## src/rtl/spi_xm_pkg.sv

```systemverilog
package spi_xm_pkg;

    typedef enum logic [2:0] {
        ST_IDLE,
        ST_LEAD,
        ST_LOAD,
        ST_LOW,
        ST_HIGH,
        ST_TRAIL,
        ST_DONE
    } xm_state_e;

    // Packed so that bit 0 is the first field listed last.
    typedef struct packed {
        logic busy;       // bit 4
        logic rx_full;    // bit 3
        logic rx_nempty;  // bit 2
        logic tx_nfull;   // bit 1
        logic tx_empty;   // bit 0
    } xm_status_t;

    localparam logic [7:0] FILL_BYTE = 8'h00;

    function automatic bit prescale_ok(int p);
        return (p >= 2) && ((p % 2) == 0);
    endfunction

endpackage

```

## src/rtl/spi_xm_fifo.sv

```systemverilog
module spi_xm_fifo #(
    parameter int DEPTH = 8,
    parameter int W     = 8
) (
    input  logic         clk,
    input  logic         rst,
    input  logic         flush,
    input  logic         push,
    input  logic [W-1:0] din,
    input  logic         pop,
    output logic [W-1:0] dout,
    output logic         empty,
    output logic         full
);
    localparam int AW = (DEPTH > 1) ? $clog2(DEPTH) : 1;

    logic [W-1:0]  mem [DEPTH];
    logic [AW-1:0] wr_ptr, rd_ptr;
    logic [AW:0]   fill;
    logic          do_push, do_pop;

    assign empty   = (fill == '0);
    assign full    = (fill == (AW+1)'(DEPTH));
    assign do_push = push && !full && !flush;
    assign do_pop  = pop && !empty && !flush;
    assign dout    = mem[rd_ptr];

    function automatic logic [AW-1:0] bump(logic [AW-1:0] p);
        return (p == AW'(DEPTH-1)) ? '0 : p + 1'b1;
    endfunction

    always_ff @(posedge clk) begin
        if (rst || flush) begin
            wr_ptr <= '0;
            rd_ptr <= '0;
            fill   <= '0;
        end else begin
            if (do_push) wr_ptr <= bump(wr_ptr);
            if (do_pop)  rd_ptr <= bump(rd_ptr);
            case ({do_push, do_pop})
                2'b10:   fill <= fill + 1'b1;
                2'b01:   fill <= fill - 1'b1;
                default: fill <= fill;
            endcase
        end
    end

    always_ff @(posedge clk) begin
        if (do_push) mem[wr_ptr] <= din;
    end

endmodule

```

## src/rtl/spi_xm_halfdiv.sv

```systemverilog
module spi_xm_halfdiv #(
    parameter int HALF = 1
) (
    input  logic clk,
    input  logic rst,
    input  logic run,
    output logic tick
);
    generate
        if (HALF <= 1) begin : g_direct
            assign tick = run;
        end else begin : g_count
            localparam int CW = $clog2(HALF);
            logic [CW-1:0] cnt;
            assign tick = run && (cnt == CW'(HALF-1));
            always_ff @(posedge clk) begin
                if (rst || !run || tick) cnt <= '0;
                else                     cnt <= cnt + 1'b1;
            end
        end
    endgenerate

endmodule

```

## src/rtl/spi_xm_shifter.sv

```systemverilog
module spi_xm_shifter (
    input  logic       clk,
    input  logic       rst,
    input  logic       load,
    input  logic [7:0] din,
    input  logic       sample,
    input  logic       shift,
    input  logic       miso,
    output logic       mosi,
    output logic [7:0] rx_byte,
    output logic       last_bit
);
    logic [7:0] tx_sr;
    logic [7:0] rx_sr;
    logic [2:0] bit_idx;

    assign mosi     = tx_sr[7];
    assign rx_byte  = rx_sr;
    assign last_bit = (bit_idx == 3'd7);

    always_ff @(posedge clk) begin
        if (rst) begin
            tx_sr   <= '0;
            rx_sr   <= '0;
            bit_idx <= '0;
        end else begin
            if (load) begin
                tx_sr   <= din;
                bit_idx <= '0;
            end else if (shift) begin
                tx_sr   <= {tx_sr[6:0], 1'b0};
                bit_idx <= bit_idx + 1'b1;
            end
            if (sample) rx_sr <= {rx_sr[6:0], miso};
        end
    end

endmodule

```

## src/rtl/spi_xact_master.sv

```systemverilog
module spi_xact_master
    import spi_xm_pkg::*;
#(
    parameter int PRESCALE = 2,
    parameter int RATE     = 0,
    parameter int CNT_W    = 8,
    parameter int TX_DEPTH = 8,
    parameter int RX_DEPTH = 8
) (
    input  logic             clk,
    input  logic             rst,
    input  logic             en,
    input  logic             start,
    input  logic [CNT_W-1:0] tx_count,
    input  logic [CNT_W-1:0] rx_count,
    input  logic             tx_push,
    input  logic [7:0]       tx_data,
    input  logic             rx_pop,
    output logic [7:0]       rx_data,
    output logic [4:0]       status,
    output logic             busy,
    output logic             done,
    output logic             sck_o,
    output logic             sck_oe,
    output logic             mosi_o,
    output logic             mosi_oe,
    output logic             csn_o,
    output logic             csn_oe,
    input  logic             miso_i
);
    localparam int HALF = (PRESCALE * (1 + RATE)) / 2;

    generate
        if (!prescale_ok(PRESCALE)) begin : g_bad_prescale
            $error("spi_xact_master: PRESCALE must be even and >= 2");
        end
    endgenerate

    xm_state_e        state;
    logic [CNT_W-1:0] tx_left, rx_left;
    logic             cmd_phase;
    logic             bus_on;

    logic             tick, run, active;
    logic             start_ok, need_cmd, load_go, last_slot;
    logic             sample, shift, byte_end, rx_push;
    logic             tx_empty, tx_full, rx_empty, rx_full;
    logic [7:0]       tx_head, rx_byte, load_byte;
    logic             sh_mosi, last_bit;
    xm_status_t       st;

    assign active    = (state == ST_LEAD) || (state == ST_LOAD) || (state == ST_LOW)
                    || (state == ST_HIGH) || (state == ST_TRAIL);
    assign run       = (state == ST_LEAD) || (state == ST_LOW)
                    || (state == ST_HIGH) || (state == ST_TRAIL);
    assign start_ok  = start && en && bus_on && (state == ST_IDLE);
    assign need_cmd  = (tx_left != '0);
    assign load_go   = (state == ST_LOAD) && (need_cmd ? !tx_empty : !rx_full);
    assign load_byte = need_cmd ? tx_head : FILL_BYTE;
    assign sample    = (state == ST_LOW) && tick;
    assign shift     = (state == ST_HIGH) && tick && !last_bit;
    assign byte_end  = (state == ST_HIGH) && tick && last_bit;
    assign rx_push   = byte_end && !cmd_phase;
    assign last_slot = cmd_phase ? ((tx_left == CNT_W'(1)) && (rx_left == '0))
                                 : (rx_left == CNT_W'(1));

    spi_xm_halfdiv #(.HALF(HALF)) u_div (
        .clk (clk), .rst (rst), .run (run), .tick (tick)
    );

    spi_xm_shifter u_shift (
        .clk      (clk),
        .rst      (rst),
        .load     (load_go),
        .din      (load_byte),
        .sample   (sample),
        .shift    (shift),
        .miso     (miso_i),
        .mosi     (sh_mosi),
        .rx_byte  (rx_byte),
        .last_bit (last_bit)
    );

    spi_xm_fifo #(.DEPTH(TX_DEPTH), .W(8)) u_txq (
        .clk   (clk),
        .rst   (rst),
        .flush (!en),
        .push  (tx_push),
        .din   (tx_data),
        .pop   (load_go && need_cmd),
        .dout  (tx_head),
        .empty (tx_empty),
        .full  (tx_full)
    );

    spi_xm_fifo #(.DEPTH(RX_DEPTH), .W(8)) u_rxq (
        .clk   (clk),
        .rst   (rst),
        .flush (start_ok),
        .push  (rx_push),
        .din   (rx_byte),
        .pop   (rx_pop),
        .dout  (rx_data),
        .empty (rx_empty),
        .full  (rx_full)
    );

    always_ff @(posedge clk) begin
        if (rst) begin
            state     <= ST_IDLE;
            tx_left   <= '0;
            rx_left   <= '0;
            cmd_phase <= 1'b0;
            bus_on    <= 1'b0;
        end else begin
            bus_on <= en;
            if (!en) begin
                state <= ST_IDLE;
            end else begin
                case (state)
                    ST_IDLE: if (start_ok) begin
                        tx_left <= tx_count;
                        rx_left <= rx_count;
                        state   <= ((tx_count == '0) && (rx_count == '0)) ? ST_DONE : ST_LEAD;
                    end
                    ST_LEAD: if (tick) state <= ST_LOAD;
                    ST_LOAD: if (load_go) begin
                        cmd_phase <= need_cmd;
                        state     <= ST_LOW;
                    end
                    ST_LOW:  if (tick) state <= ST_HIGH;
                    ST_HIGH: if (tick) begin
                        if (last_bit) begin
                            if (cmd_phase) tx_left <= tx_left - 1'b1;
                            else           rx_left <= rx_left - 1'b1;
                            state <= last_slot ? ST_TRAIL : ST_LOAD;
                        end else begin
                            state <= ST_LOW;
                        end
                    end
                    ST_TRAIL: if (tick) state <= ST_DONE;
                    ST_DONE:  state <= ST_IDLE;
                    default:  state <= ST_IDLE;
                endcase
            end
        end
    end

    assign busy   = (state != ST_IDLE);
    assign done   = (state == ST_DONE);
    assign sck_o  = en && (state == ST_HIGH);
    assign csn_o  = !(en && active);
    assign mosi_o = active ? sh_mosi : 1'b0;
    assign sck_oe  = bus_on;
    assign mosi_oe = bus_on;
    assign csn_oe  = bus_on;

    always_comb begin
        st.busy      = busy;
        st.rx_full   = rx_full;
        st.rx_nempty = !rx_empty;
        st.tx_nfull  = !tx_full;
        st.tx_empty  = tx_empty;
    end
    assign status = st;

endmodule

```

## config.mk

```make
export PLATFORM = sky130hd
export DESIGN_NAME = spi_xact_master
export DESIGN_NICKNAME = d
export VERILOG_FILES = /design/src/rtl/spi_xm_pkg.sv /design/src/rtl/spi_xm_fifo.sv /design/src/rtl/spi_xm_halfdiv.sv /design/src/rtl/spi_xm_shifter.sv /design/src/rtl/spi_xact_master.sv
export SDC_FILE = /design/constraint.sdc
export NUM_CORES = 1
export LEC_CHECK = 0
export BUFFER_PORTS_ARGS = -buffer_cell sky130_fd_sc_hd__buf_4
export CAP_MARGIN = 20
export CORE_MARGIN = 2
export CORE_UTILIZATION = 65
export DETAILED_ROUTE_END_ITERATION = 6
export GPL_ROUTABILITY_DRIVEN = 0
export PLACE_DENSITY = 0.84
export SLEW_MARGIN = 20
export SYNTH_ARGS = -nofsm -noshare
export SYNTH_HDL_FRONTEND = slang
export SYNTH_HIERARCHICAL = 1
export SYNTH_SLANG_ARGS = --single-unit
```

## constraint.sdc

```tcl
create_clock -name clk -period 4.1 [get_ports clk]
set_input_delay 0.82 -clock clk [delete_from_list [all_inputs] [get_ports clk]]
set_output_delay 0.82 -clock clk [all_outputs]
set_load 0.1 [all_outputs]
```

## After elaboration in Yosys (flattened, before gate mapping)

Memories as Yosys holds them, arrays and structs flattened. A register that Yosys moved wholly into a read port is not among the register bits.
Index checks and enable logic that the tools add are counted.

| operators by class | value |
|---|---|
| add/sub/neg operators | 11 |
| equality and inequality tests | 28 |
| mux-type cells | 40 |
| bitwise operators | 1 |
| reduce and logical (&&, ||, !) cells | 58 |

Operators by type and width:

| kind | number |
|---|---|
| $mux 8 | 11 |
| $mux 3 | 17 |
| $pmux 8 s2 | 2 |
| $eq 3x3->1 const B | 8 |
| $logic_not 8->1 | 3 |
| $logic_and 1x1->1 | 22 |
| $pmux 3 s6 | 1 |
| $reduce_and 6->1 | 3 |
| $eq 8x1->1 const B | 2 |
| $ne 2x2->1 const B | 8 |
| $pmux 4 s2 | 2 |
| $sub 8x1->8 const B | 2 |
| $add 3x1->3 const B | 5 |
| $logic_not 1->1 | 9 |
| $logic_or 1x1->1 | 9 |
| $add 4x1->4 const B | 2 |
| $eq 4x4->1 const B | 2 |
| $logic_not 4->1 | 2 |
| $reduce_bool 2->1 | 4 |
| $reduce_bool 8->1 | 1 |
| $sub 4x1->4 const B | 2 |
| $mux 1 | 7 |
| $eq 3x2->1 const B | 2 |
| $eq 2x1->1 const B | 2 |
| 8 further kinds | 10 |

| word-level totals | value |
|---|---|
| register bits after elaboration | 60 |
| bits in writable memories | 128 |
| input port bits | 31 |
| output and inout port bits | 21 |
| word-level logic and storage cells | 154 |
| memories | 2 |

Memory list:

| memory | words | bits a word | read ports | clocked after Yosys merged registers in | wr ports | line | RTL |
|---|---|---|---|---|---|---|---|
| u_rxq.mem | 8 | 8 | 1 | 1 | 1 | spi_xm_fifo.sv:17 | `logic [W-1:0] mem [DEPTH];` |
| u_txq.mem | 8 | 8 | 1 | 1 | 1 | spi_xm_fifo.sv:17 |  |

## Depth between registers and ports, before layout

Gate-level depths: netlist (run 1).

| depth | value |
|---|---|
| word-level depth | 11 |
| depth in mapped cells | 14 |
| gate-level depth less buffers | 13 |

## Modules after synthesis

The synthesis (run 1) kept the hierarchy.

Modules (own cells, without submodules):

| module | times used | cells each | area each (um^2) | sequential area each (um^2) |
|---|---|---|---|---|
| spi_xm_fifo (u_txq) | 1 | 175 | 3101.7 | 2182.1 |
| spi_xm_fifo (u_rxq) | 1 | 174 | 3100.5 | 2182.1 |
| spi_xact_master | 1 | 226 | 1601.5 | 420.4 |
| spi_xm_shifter | 1 | 73 | 778.2 | 380.4 |
| spi_xm_halfdiv | 1 | 1 | 7.5 | 0.0 |

## Worst setup path before layout (run 1)

No wires, ideal clock.

| timing | value |
|---|---|
| path type | flip-flop to flip-flop |
| from | reg bus_on, in the netlist csn_oe |
| to | reg u_rxq.fill[2] |
| library setup time | 0.070 ns |
| arrival time | 3.004 ns |
| required time | 4.030 ns |
| path slack | 1.026 ns |
| stages on the path, launching flop included | 12 |
| buffers on the path | 1 |
| period minus slack after synthesis | 3.074 ns |
| path through | dfxtp_1 > nand2_1 > nor3_1 > or3b_1 > buf_2 > ha_1 > xor2_1 > ha_1 > a21oi_1 > xor2_1 > or3_1 > a21oi_1 |

| between the ends | value |
|---|---|
| longest elaborated chain between the ends | 6 |

Ends and longest elaborated chain:

| element | line | RTL |
|---|---|---|
| start: declaration | spi_xact_master.sv:42 | `logic bus_on;` |
| start signal: assignment | spi_xact_master.sv:116 | `bus_on <= en;` |
| $logic_and 1x1->1 * (2 in series) | spi_xact_master.sv:56 | `assign start_ok = start && en && bus_on && (state == ST_IDLE);` |
| named net start_ok | spi_xact_master.sv:45 | `logic start_ok, need_cmd, load_go, last_slot;` |
| $logic_not 1->1 | spi_xm_fifo.sv:24, spi_xm_fifo.sv:25 |  |
| $logic_and 1x1->1 (on tied branches) | spi_xm_fifo.sv:25, spi_xm_fifo.sv:24 |  |
| $eq 2x1->1 or $eq 2x2->1 (tied branches) | spi_xm_fifo.sv:40 | `case ({do_push, do_pop})` |
| $pmux 4 s2 or $reduce_bool 2->1 (tied branches) | n/a |  |
| end signal: assignment | spi_xm_fifo.sv:41 | `2'b10: fill <= fill + 1'b1;` |
| end signal: assignment | spi_xm_fifo.sv:42 | `2'b01: fill <= fill - 1'b1;` |
| end signal: assignment | spi_xm_fifo.sv:43 | `default: fill <= fill;` |
| end: declaration | spi_xm_fifo.sv:19 | `logic [AW:0] fill;` |

The timed path passes the listed nets; every way through them passes the cells marked *.
A chain may end at the register's enable or synchronous reset.

## Worst setup path after layout (run 1)

| timing | value |
|---|---|
| from | reg state[2] |
| to | reg u_rxq.fill[2] |

| between the ends | value |
|---|---|
| longest elaborated chain between the ends | 11 |

Ends and longest elaborated chain:

| element | line | RTL |
|---|---|---|
| start: declaration | spi_xact_master.sv:39 | `xm_state_e state;` |
| start signal: assignment | spi_xact_master.sv:124 | `state <= ((tx_count == '0) && (rx_count == '0)) ? ST_DONE : ST_LEAD;` |
| start signal: assignment | spi_xact_master.sv:136 | `state <= last_slot ? ST_TRAIL : ST_LOAD;` |
| $eq 3x1->1 or $eq 3x2->1 (tied branches) | spi_xact_master.sv:54 | `assign run = (state == ST_LEAD) \|\| (state == ST_LOW)` |
| $logic_or 1x1->1 | spi_xact_master.sv:54 |  |
| $logic_or 1x1->1 (2 in series) | spi_xact_master.sv:55 | `\|\| (state == ST_HIGH) \|\| (state == ST_TRAIL);` |
| $logic_and 1x1->1 * (2 in series) | spi_xact_master.sv:62 | `assign byte_end = (state == ST_HIGH) && tick && last_bit;` |
| $logic_and 1x1->1 * | spi_xact_master.sv:63 | `assign rx_push = byte_end && !cmd_phase;` |
| named net rx_push | spi_xact_master.sv:46 | `logic sample, shift, byte_end, rx_push;` |
| $logic_and 1x1->1 * (2 in series) | spi_xm_fifo.sv:24 | `assign do_push = push && !full && !flush;` |
| $eq 2x1->1 or $eq 2x2->1 (tied branches) | spi_xm_fifo.sv:40 |  |
| $pmux 4 s2 or $reduce_bool 2->1 (tied branches) | n/a |  |

Marked as above.

==> impl_results.md, run 1 <==
* Via count at 5336
* HP Class: register to register
* Crit. End Element: register
* Die H at 119 um
* Data arrival, critical path at 3.75 ns
* Crit path cell chain: nor3b_2 > buf_4 > and3_1 > and2_1 > or3b_1 > ha_1 > xor2_1 > ha_1 > a21oi_1 > xor2_1 > or3_1 > a21oi_1
* RSZ-0062 raised after global routing: false
* Slowest stage cell, crit path: dfxtp_1
* Setup tns final at 0 ns
* # IOs at 52
* CTS tree: built
* CORE AREA at between 10000 and 15000 um^2
* PwrDens at 393 nW/um^2
* Hold Startpoint: tx_left[7]$_SDFFE_PP0P_
* CP Buf/Inv Count at 1
* R2R depth at 12
* Slack of the worst reg-to-reg path at about 0.71 ns
* Tot GR Track Use at ~24%
* Root Buffer: clkbuf_16
* Netlist Area Pre-Place at 8590 um^2
* Drt drc at 6
* Die ar. at ~14000 um^2
* Clk slew on worst S/H paths at 0.06 ns
* Hold EP: tx_left[7]$_SDFFE_PP0P_
* Status: finished with violations
* DR iter-0 viols at 344
* Hold_buf cts at 0
* Post-synthesis net count at 702
* Num CTS Buffers at 17
* WHS at 0.487 ns
* Async SR Flop Fraction at 0%
* Antenna cells at 0
* Worst setup SP type: register
* Grt total ovfl at 0
* Setup Buffers After CTS at 0
* Placed insts at 842
* Max incr delay on CP at 0.54 ns
* Non-Filler Instances at 874
* Syn avg cell area at approximately 13 um^2
* Final WL at 16.3 mm
* # resized after CTS at 0
* CP max FO at 16
* CTS H-tree lvls at 4
* Starting Density at between 60% and 70%
* Largest net degree at the start of global routing at 44
* LEAKAGE at between 0.003 and 0.004 uW
* R2R Path End: u_rxq/fill[2]$_SDFFE_PP0P_
* Max Freq at 0.295 GHz
* P&R area growth vs syn at 12.3%
* Slew Viols, Final at 0
* Vias per cell at 6.11
* Synth top area cells: edfxtp_1, dfxtp_1, mux4_2, ha_1, mux2i_1
* Post-synth EDFFs at 128
* Peak supply drop at approximately 310 uV
* Family with the most delay on the worst path: simple AND/OR/NAND/NOR gates
* Filler cells at 749
* First drt pass iteration count at 7
* Worst Setup SP: state[2]$_SDFFE_PP0P_
* Die Width at roughly 120 um
* Yosys top cell area share at 44.7%
* Final setup viols at 0
* Sequential area share after synthesis at 60.1%
* Register bit total from synthesis at about 190
* Num Clock Sinks at 194
* Post-synth cell types at 59
* PortBufs at 51
* YS warnings at 6
* Detailed placement HPWL at 10.7 mm
* Setup CP Type: register to register
* Cell Rows at 41
* Max Buffers Root-to-Sink at 2
* Part of the cycle the worst path needs at a little over 80%
* Post-synth top flop: edfxtp_1
* Slew margin rel. at roughly 33%
* Register area at between 5000 and 6000 um^2
* Clk_lat worst skew at 0.43 ns
* First-pass GRT wire length at 26.7 mm
* Multi-input gate area at between 3000 and 4000 um^2
* Fin nets at 742
* CP required at around 4.5 ns
* Failing checks: DRC
* Post-synth top cells: edfxtp_1, dfxtp_1, nor2_1
* Final Hold Viols at 0
* Layout cell share with drive strength beyond 1 at 22.5%
* Top cell type by total area after synthesis: edfxtp_1
* Hold depth at 2
* RR Startpoint: state[2]$_SDFFE_PP0P_
* Setup Skew at 0.00917 ns
* Top-count cell post-synth: edfxtp_1
* Max Cap Viol at 0
* Worst-margin pin slew at 1.00 ns
* Vias in the first global route at 5295
* Post-synthesis cell count at about 650
* Minimum clock period at approximately 3.4 ns
* WL per Instance at 18.7 um
* Initial antenna violation count at 0
* ANT nets after route at 0
-- cells in the final DEF, fill, tap and decap left out, types with 3 or more instances in the layout --
| cell type | count |
|---|---|
| a211oi_1 | 12 |
| a21oi_1 | 31 |
| a22oi_1 | 4 |
| and2_1 | 11 |
| and3_1 | 4 |
| buf_4 | 65 |
| clkbuf_16 | 17 |
| clkinv_4 | 3 |
| clkinvlp_4 | 3 |
| dfxtp_1 | 65 |
| edfxtp_1 | 128 |
| ha_1 | 22 |
| inv_1 | 15 |
| inv_6 | 3 |
| mux2_2 | 16 |
| mux2i_1 | 24 |
| mux4_2 | 32 |
| nand2_1 | 33 |
| nand2b_1 | 9 |
| nand3_1 | 7 |
| nor2_1 | 54 |
| nor2b_1 | 9 |
| nor3_1 | 22 |
| nor4_1 | 15 |
| nor4b_1 | 4 |
| o21ai_0 | 20 |
| o31ai_1 | 3 |
| o41ai_1 | 5 |
| or3_1 | 9 |
| or3b_1 | 6 |
| xor2_1 | 6 |
-- registers in the layout (all words and copies together) (netlist names), named ones only --
signal           flops
cmd_phase            1
csn_oe               1
rx_left              8
state                3
tx_left              8
u_rxq/fill           4
u_rxq/mem           64
u_rxq/rd_ptr         3
u_rxq/wr_ptr         3
u_shift/bit_idx      3
u_shift/rx_byte      8
u_shift/tx_sr        8
u_txq/fill           4
u_txq/mem           64
u_txq/rd_ptr         3
u_txq/wr_ptr         3
-- power breakdown --
part,total (uW),switching (uW),internal [uW]
logic,151,94.7,56.3
clock network,1550,701,846
registers,2090,9.27,2080
total,3790,805,2980
-- worst max-delay path by stage --
stage               slack [ns]                    endpoint  cells after the start
floorplan                 1.03  u_rxq/fill[2]$_SDFFE_PP0P_                     11
global placement          0.83  u_rxq/fill[2]$_SDFFE_PP0P_                     11
detailed placement        0.71  u_rxq/fill[2]$_SDFFE_PP0P_                     11
CTS                       0.75  u_rxq/fill[2]$_SDFFE_PP0P_                     12
global route              0.45  u_txq/fill[2]$_SDFFE_PP0P_                     12
finish                    0.71  u_rxq/fill[2]$_SDFFE_PP0P_                     12
-- logic make-up after synthesis --
logic type,share of synthesized area [%]
AOI/OAI and AO/OA,7.17
xor gates and xnor gates,0.714
adders and majority gates,3.20
buffers and inverters,3.25
DFF,60.1
muxes,13.4
and+or+nand+nor,12.1
-- tightest hold or removal path, cell delays in order, from the launching register on --
cell,delay (ns)
dfxtp_1,0.32
inv_1,0.05
a221oi_1,0.06
-- metrics by stage --
step | utilization (%) | worst slack [ns] | area, um^2 | total power (uW)
floorplan | - | 1.03 | 8590 | 2230
global placement | 71.0 | 0.829 | 9070 | 2280
detailed placement | 71.0 | 0.708 | 9070 | 2280
CTS | 75.5 | 0.750 | 9640 | 3810
global route | 75.5 | 0.453 | 9650 | 3880
finish | 75.5 | 0.708 | 9650 | 3790
-- final cells by class --
class | instances | share of cell area [%]
Multi-Input combinational cell | 396 | 32.7
Timing Repair Buffer | 65 | 5.06
Sequential cell | 194 | 53.6
Tap cell | 172 | 2.23
Inverter | 15 | 0.584
Clock inverter | 13 | 1.35
Clock buffer | 19 | 4.49
-- metal layers --
layer	track usage [%]	wire length, um	up-vias
met5	0	0	-
met4	7.81	255	0
met3	5.03	616	26
met2	42.5	8540	133
met1	30.3	6900	2639
li1	-	-	2538
(Power assumes the default switching activity.)
==> inputs of run 2 (changes only) <==
--- a/config.mk
+++ b/config.mk
@@ -8,10 +8,10 @@
 export BUFFER_PORTS_ARGS = -buffer_cell sky130_fd_sc_hd__buf_4
 export CAP_MARGIN = 20
 export CORE_MARGIN = 2
-export CORE_UTILIZATION = 65
+export CORE_UTILIZATION = 55
 export DETAILED_ROUTE_END_ITERATION = 6
 export GPL_ROUTABILITY_DRIVEN = 0
-export PLACE_DENSITY = 0.84
+export PLACE_DENSITY = 0.76
 export SLEW_MARGIN = 20
 export SYNTH_ARGS = -nofsm -noshare
 export SYNTH_HDL_FRONTEND = slang
==> constraint.sdc (replaced) <==
create_clock -name clk -period 2.75 [get_ports clk]
set_input_delay 0.55 -clock clk [delete_from_list [all_inputs] [get_ports clk]]
set_output_delay 0.55 -clock clk [all_outputs]
set_load 0.1 [all_outputs]
==> run 2 against run 1 <==
Net effect: the flow now finishes without violations; sequential power rose by 49%; die area rose by 18%; largest power group unchanged; sequential share of layout area fell by 2.3 points; non-clock buffer count rose by 35; clock skew rose by 0.0054 ns; wire length rose by 3.4%.
==> impl_results.md, run 2 (synthesis results as in run 1) <==
* CP required at 2.20 ns (-2.26 ns)
* Max incr delay on CP at 0.66 ns (+0.12 ns)
* Cell mode on critical path: buf_4
* Antenna cells at 0 (unchanged)
* Fin util at 66.1% (-9.4 points)
* Slowest stage cell, crit path: or3b_2
* Final Hold Viols at 0 (unchanged)
* CP Buf/Inv Count at 2 (+1)
* LEAKAGE at 0.00358 uW (+6.4%)
* Slack of the worst reg-to-reg path at 0.08 ns (-0.63 ns)
* CP max FO at 18 (+2)
* # IOs at 52 (unchanged)
* Num Clock Sinks at 194 (unchanged)
* Num CTS Buffers at 17 (unchanged)
* Clock share of power at 41.8% (+0.9 points)
* Slew margin rel. at 47.9% (+15 points)
* Die H at 129 um (+8.4%)
* Worst setup SP type: register
* Setup CP Type: register to primary output
* CTS tree: built
* Setup Skew at 0.0146 ns (+0.00538 ns)
* Filler cells at 1063 (+42%)
* CORE AREA at 15300 um^2 (+19%)
* Flop pwr share at 53.9% (-1.3 points)
* Final WL at 16.9 mm (+3.4%)
* P&R area growth vs syn at 17.5%
* Fin nets at 777 (+4.7%)
* Initial antenna violation count at 0 (unchanged)
* Hold_buf cts at 0 (unchanged)
* Logic pwr share at 4.3% (+0.3 points)
* Peak supply drop at 586 uV (+89%)
* Vias in the first global route at 5517 (+4.2%)
* Die Width at 129 um (+8.4%)
* Grt total ovfl at 0 (unchanged)
* Final setup viols at 0 (unchanged)
* Clk slew on worst S/H paths at 0.08 ns (+0.02 ns)
* Part of the cycle the worst path needs at 97.7%
* Placed Area at 9380 um^2 (+3.3%)
* Data arrival, critical path at 2.14 ns (-1.61 ns)
* Clk_lat worst skew at 0.43 ns (about the same)
* Vias per cell at 5.80 (-5.0%)
* Detailed placement HPWL at 11.3 mm (+4.7%)
* PortBufs at 51 (unchanged)
* Multi-input gate area at 3240 um^2 (+2.6%)
* Switching power at 1340 uW (+67%)
* Slew Viols, Final at 0 (unchanged)
* Layout cell share with drive strength beyond 1 at 29.2% (+6.7 points)
* Crit path cell chain: buf_4 > or3b_2 > nor2_2 > buf_4
* First-pass GRT wire length at 27.4 mm (+2.4%)
* Fin worst setup slack at 0.0644 ns (-0.643 ns)
* Worst-margin pin slew at 0.781 ns (-0.223 ns)
* Cell Rows at 45 (+9.8%)
* Sw Share at 23.2% (+2.0 points)
* Root Buffer: clkbuf_16
* Minimum clock period at 2.69 ns
* Family with the most delay on the worst path: simple AND/OR/NAND/NOR gates
* Final Cell Area at 10100 um^2 (+4.6%)
* DR iter-0 viols at 358 (+4.1%)
* Crit. End Element: primary output
* Status: complete, no violations
* WL per Instance at 17.8 um (-4.6%)
* Biggest regs: u_rxq/mem: 64 flops, u_txq/mem: 64 flops
* Most frequent cells in the layout: edfxtp_1, buf_4, dfxtp_1
* Max Cap Viol at 0 (unchanged)
* ANT nets after route at 0 (unchanged)
* First drt pass iteration count at 5 (-2)
* Worst slack, placed at -0.0267 ns (-0.735 ns)
* HP Class: input pin to register
* Total power at 5770 uW (+52%)
* Tot GR Track Use at 21.5% (-2.8 points)
* Via count at 5496 (+3.0%)
* Largest net degree at the start of global routing at 44 (unchanged)
* Register area at 5170 um^2 (about the same)
* Drt drc at 0 (-6)
* CTS H-tree lvls at 4 (unchanged)
* Max Buffers Root-to-Sink at 2 (unchanged)
* Starting Density at 56.3% (-11 points)
* PwrDens at 572 nW/um^2 (+46%)
* Die ar. at 16600 um^2 (+18%)
* Max Freq at 0.372 GHz
* Commonest non-fill, non-tap cell in the layout: edfxtp_1
* Cell internal pwr at 4430 uW (+48%)
* RSZ-0062 raised after global routing: true
run 2: cell count changes in the layout (fill, tap and decap cells not counted), moves of 2 or more:
| cell | before | now |
|---|---|---|
| buf_4 | 65 | 99 |
| clkinv_8 | 1 | 6 |
| ha_1 | 22 | 18 |
| a21oi_1 | 31 | 28 |
| a21oi_2 | 1 | 4 |
| clkinvlp_4 | 3 | 0 |
| ha_2 | 0 | 3 |
| clkbuf_1 | 2 | 0 |
| dfxtp_1 | 65 | 63 |
| dfxtp_2 | 1 | 3 |
| inv_6 | 3 | 5 |
| inv_8 | 0 | 2 |
| or3b_1 | 6 | 4 |
run 2: through the flow:
| step | instances | hold slack (ns) | TNS (ns) |
|---|---|---|---|
| 2_1_floorplan | 649 | 0.445 | -0.0331 |
| 3_3_place_gp | 913 | 0.466 | 0 |
| 3_5_place_dp | 913 | 0.460 | -0.0267 |
| 4_1_cts | 945 | 0.323 | 0 |
| 5_1_grt | 948 | 0.323 | -0.0831 |
| 6_report | 948 | 0.340 | 0 |
run 2: final timing paths:
path / startpoint / endpoint / cells past startpoint
worst min register to register: rx_left[1]$_SDFFE_PP0P_ / rx_left[1]$_SDFFE_PP0P_ / 2
worst min-delay path: tx_data[4] / u_txq/mem[5][4]$_DFFE_PP_ / 1
worst max-delay path: state[2]$_SDFFE_PP0P_ / sck_o / 4
worst max register to register: u_shift/bit_idx[0]$_SDFFE_PP0P_ / u_rxq/fill[2]$_SDFFE_PP0P_ / 12
run 2: final cells by class:
class / count / share of cell area [%]
clock buffer: 17 / 4.22
clock inverter: 15 / 1.80
inverter: 15 / 0.558
multi-input combinational: 396 / 32.1
sequential: 194 / 51.2
tap: 211 / 2.62
timing repair buffer: 100 / 7.48
run 2: timing repair:
action                                  4_1_cts  5_1_grt
hold endpoints to repair                      0        0
pin swaps                                     0        3
gates resized for setup                       4       17
setup buffers                                 0        3
endpoints found under the setup margin        1       13
run 2: per-layer routing:
layer	GRT usage, %	share of wire (%)	vias up	wire, um
li1	-	-	2617	-
met1	27.0	42	2718	7060
met2	36.9	52	138	8790
met3	4.82	4.3	23	721
met4	7.74	1.8	0	305
met5	0	0	-	0
run 2: power by group through the flow:
| stage | combinational (uW) | sequential (uW) | clock, uW |
|---|---|---|---|
| global route | 269 | 3110 | 2590 |
| floorplan | 145 | 3180 | 0 |
| finish | 247 | 3110 | 2410 |
| global placement | 233 | 3180 | 0 |
| CTS | 242 | 3110 | 2480 |
| detailed placement | 240 | 3180 | 0 |
run 2: worst register-to-register path, stage by stage, from the launching register on:
cell and delay (ns):
dfxtp_2 0.34, ha_1 0.16, ha_2 0.19, and3_4 0.18, and2_4 0.14, or3b_4 0.40
ha_4 0.19, xor2_2 0.14, ha_1 0.21, a21oi_2 0.13, xor2_1 0.09, or3_1 0.32
a21oi_2 0.13
==> inputs of run 3 (changes only) <==
--- a/config.mk
+++ b/config.mk
@@ -11,7 +11,8 @@
 export CORE_UTILIZATION = 55
 export DETAILED_ROUTE_END_ITERATION = 6
 export GPL_ROUTABILITY_DRIVEN = 0
-export PLACE_DENSITY = 0.76
+export HOLD_SLACK_MARGIN = 0.1
+export PLACE_DENSITY = 0.75
 export SLEW_MARGIN = 20
 export SYNTH_ARGS = -nofsm -noshare
 export SYNTH_HDL_FRONTEND = slang
==> run 3 against run 2 <==
Net effect: maximum frequency is 1.1% higher; sequential power is essentially flat; clock skew fell by 0.0044 ns; sequential cell count stayed put; register-to-register slack improved by 0.02 ns; core utilization shrank 0.12 points; final cell count increased by 0.11%; combinational power barely moved; power grew 0.31%; critical endpoint unchanged.
==> impl_results.md, run 3 (synthesis results as in run 1) <==
* CP required at 2.20 ns (about the same)
* Setup tns final at 0 ns (unchanged)
* Hold Startpoint: tx_data[0]
* Max Freq at 0.377 GHz (+1.1%)
* LEAKAGE at 0.00359 uW (about the same)
* Filler cells at 1107 (+4.1%)
* P&R area growth vs syn at 17.3%
* Num CTS Buffers at 17 (unchanged)
* # IOs at 52 (unchanged)
* PwrDens at 574 nW/um^2 (+0.50%)
* Num Clock Sinks at 194 (unchanged)
* Worst slack, placed at 0.0341 ns (+0.0608 ns)
* First drt pass iteration count at 5 (unchanged)
* Worst Setup SP: state[0]$_SDFFE_PP0P_
* Fin worst setup slack at 0.0940 ns (+0.0295 ns)
* Final WL at 16.7 mm (-0.79%)
* Peak supply drop at 654 uV (+12%)
* Die Width at 129 um (unchanged)
* Non-Filler Instances at 949 (+0.11%)
* Setup CP Type: register to primary output
* DR iter-0 viols at 353 (-1.4%)
* CORE AREA at 15300 um^2 (unchanged)
* Biggest regs: u_rxq/mem: 64 flops, u_txq/mem: 64 flops
* Placed insts at 912 (-0.11%)
* Layout cell share with drive strength beyond 1 at 29.1% (-0.040 points)
* Grt total ovfl at 0 (unchanged)
* Data arrival, critical path at 2.11 ns (-0.03 ns)
* Slew margin rel. at 49.8% (+2.0 points)
* Total power at 5790 uW (+0.31%)
* Detailed placement HPWL at 11.0 mm (-2.6%)
* Part of the cycle the worst path needs at 96.6% (-1.1 points)
* CTS H-tree lvls at 4 (unchanged)
* Initial antenna violation count at 0 (unchanged)
* WL per Instance at 17.6 um (-0.89%)
* Most frequent cells in the layout: edfxtp_1, buf_4, dfxtp_1
* Cell Rows at 45 (unchanged)
* Antenna cells at 0 (unchanged)
* Worst-margin pin slew at 0.751 ns (-0.0297 ns)
* Worst setup SP type: register
* Final Hold Viols at 0 (unchanged)
* Fin nets at 778 (+0.13%)
* Final setup viols at 0 (unchanged)
* Vias per cell at 5.71 (-1.5%)
* Crit. End Element: primary output
* Starting Density at 56.3% (unchanged)
* WHS at 0.354 ns (+0.0141 ns)
* CP max FO at 18 (unchanged)
* ANT nets after route at 0 (unchanged)
* Root Buffer: clkbuf_16
* Largest net degree at the start of global routing at 44 (unchanged)
* Clk slew on worst S/H paths at 0.07 ns (about the same)
* Minimum clock period at 2.66 ns (-0.0295 ns)
* Slew Viols, Final at 0 (unchanged)
* Clk_lat worst skew at 0.43 ns (about the same)
* Commonest non-fill, non-tap cell in the layout: edfxtp_1
* Via count at 5418 (-1.4%)
* Setup Skew at 0.0101 ns (-0.00441 ns)
* Max Cap Viol at 0 (unchanged)
* CTS tree: built
* Drt drc at 0 (unchanged)
* Die ar. at 16600 um^2 (unchanged)
* PortBufs at 51 (unchanged)
* HP Class: input pin to register
* Tot GR Track Use at 21.5% (about the same)
* Vias in the first global route at 5261 (-4.6%)
* Max Buffers Root-to-Sink at 2 (unchanged)
* First-pass GRT wire length at 27.3 mm (-0.35%)
* Status: complete, no violations
* RR Startpoint: u_shift/bit_idx[0]$_SDFFE_PP0P_
* Die H at 129 um (unchanged)
==> run 3: cell types whose count changed in the layout (fill, tap and decap cells not counted), sizes merged <==
cell	change
buf	+1
bufinv	+2
clkinv	-3
clkinvlp	+3
inv	-2
==> run 3: repair_timing <==
item / 4_1_cts / 5_1_grt
endpoints found under the setup margin: 7 / 6
pin swaps: 0 / 6
hold buffers: 0 / 0
buffers inserted: 0 / 5
resized for setup: 1 / 21
==> run 3: power breakdown <==
part / internal [uW] / leakage (uW) / total [uW] / switching (uW)
sequential: 3100 / 0.00171 / 3110 / 11.9
combinational: 99.5 / 0.00160 / 248 / 149
clock: 1350 / 0.000277 / 2430 / 1080
total: 4550 / 0.00359 / 5790 / 1240
==> run 3: layout make-up <==
type | count | area [um^2] | area share, %
Tap cell | 211 | 264 | 2.62
Inverter | 15 | 56.3 | 0.559
Clock buffer | 17 | 425 | 4.22
Clock inverter | 15 | 155 | 1.54
Multi-Input combinational cell | 396 | 3230 | 32.1
Sequential cell | 194 | 5170 | 51.4
Timing Repair Buffer | 101 | 766 | 7.60
==> run 3: path summary, 6_finish.rpt <==
kind / to / slack (ns) / cells past startpoint
worst min register to register: rx_left[1]$_SDFFE_PP0P_ / 0.49 / 2
worst max-delay path: sck_o / 0.09 / 4
worst min-delay path: u_txq/mem[2][0]$_DFFE_PP_ / 0.35 / 1
worst max register to register: u_rxq/fill[2]$_SDFFE_PP0P_ / 0.10 / 12
==> run 3: stage by stage <==
step / cell area, um^2 / utilization, %
6_report: 10100 / 66.0
5_1_grt: 10100 / 66.0
4_1_cts: 9950 / 65.2
3_5_place_dp: 9370 / 61.4
3_3_place_gp: 9370 / 61.4
2_1_floorplan: 8600 / -
==> run 3: metal layers <==
metal	global-route usage [%]	vias up	share of wire, %
li1	-	2612	-
met1	27.7	2639	42
met2	36.1	145	52
met3	4.99	22	4.5
met4	7.61	0	1.5
met5	0	-	0
==> run 3: worst max-delay path, cell delays in order, from the launching register on <==
cell and delay (ns):
dfxtp_1 0.36, buf_4 0.18, or3b_2 0.68, nor2_2 0.15
buf_4 0.30
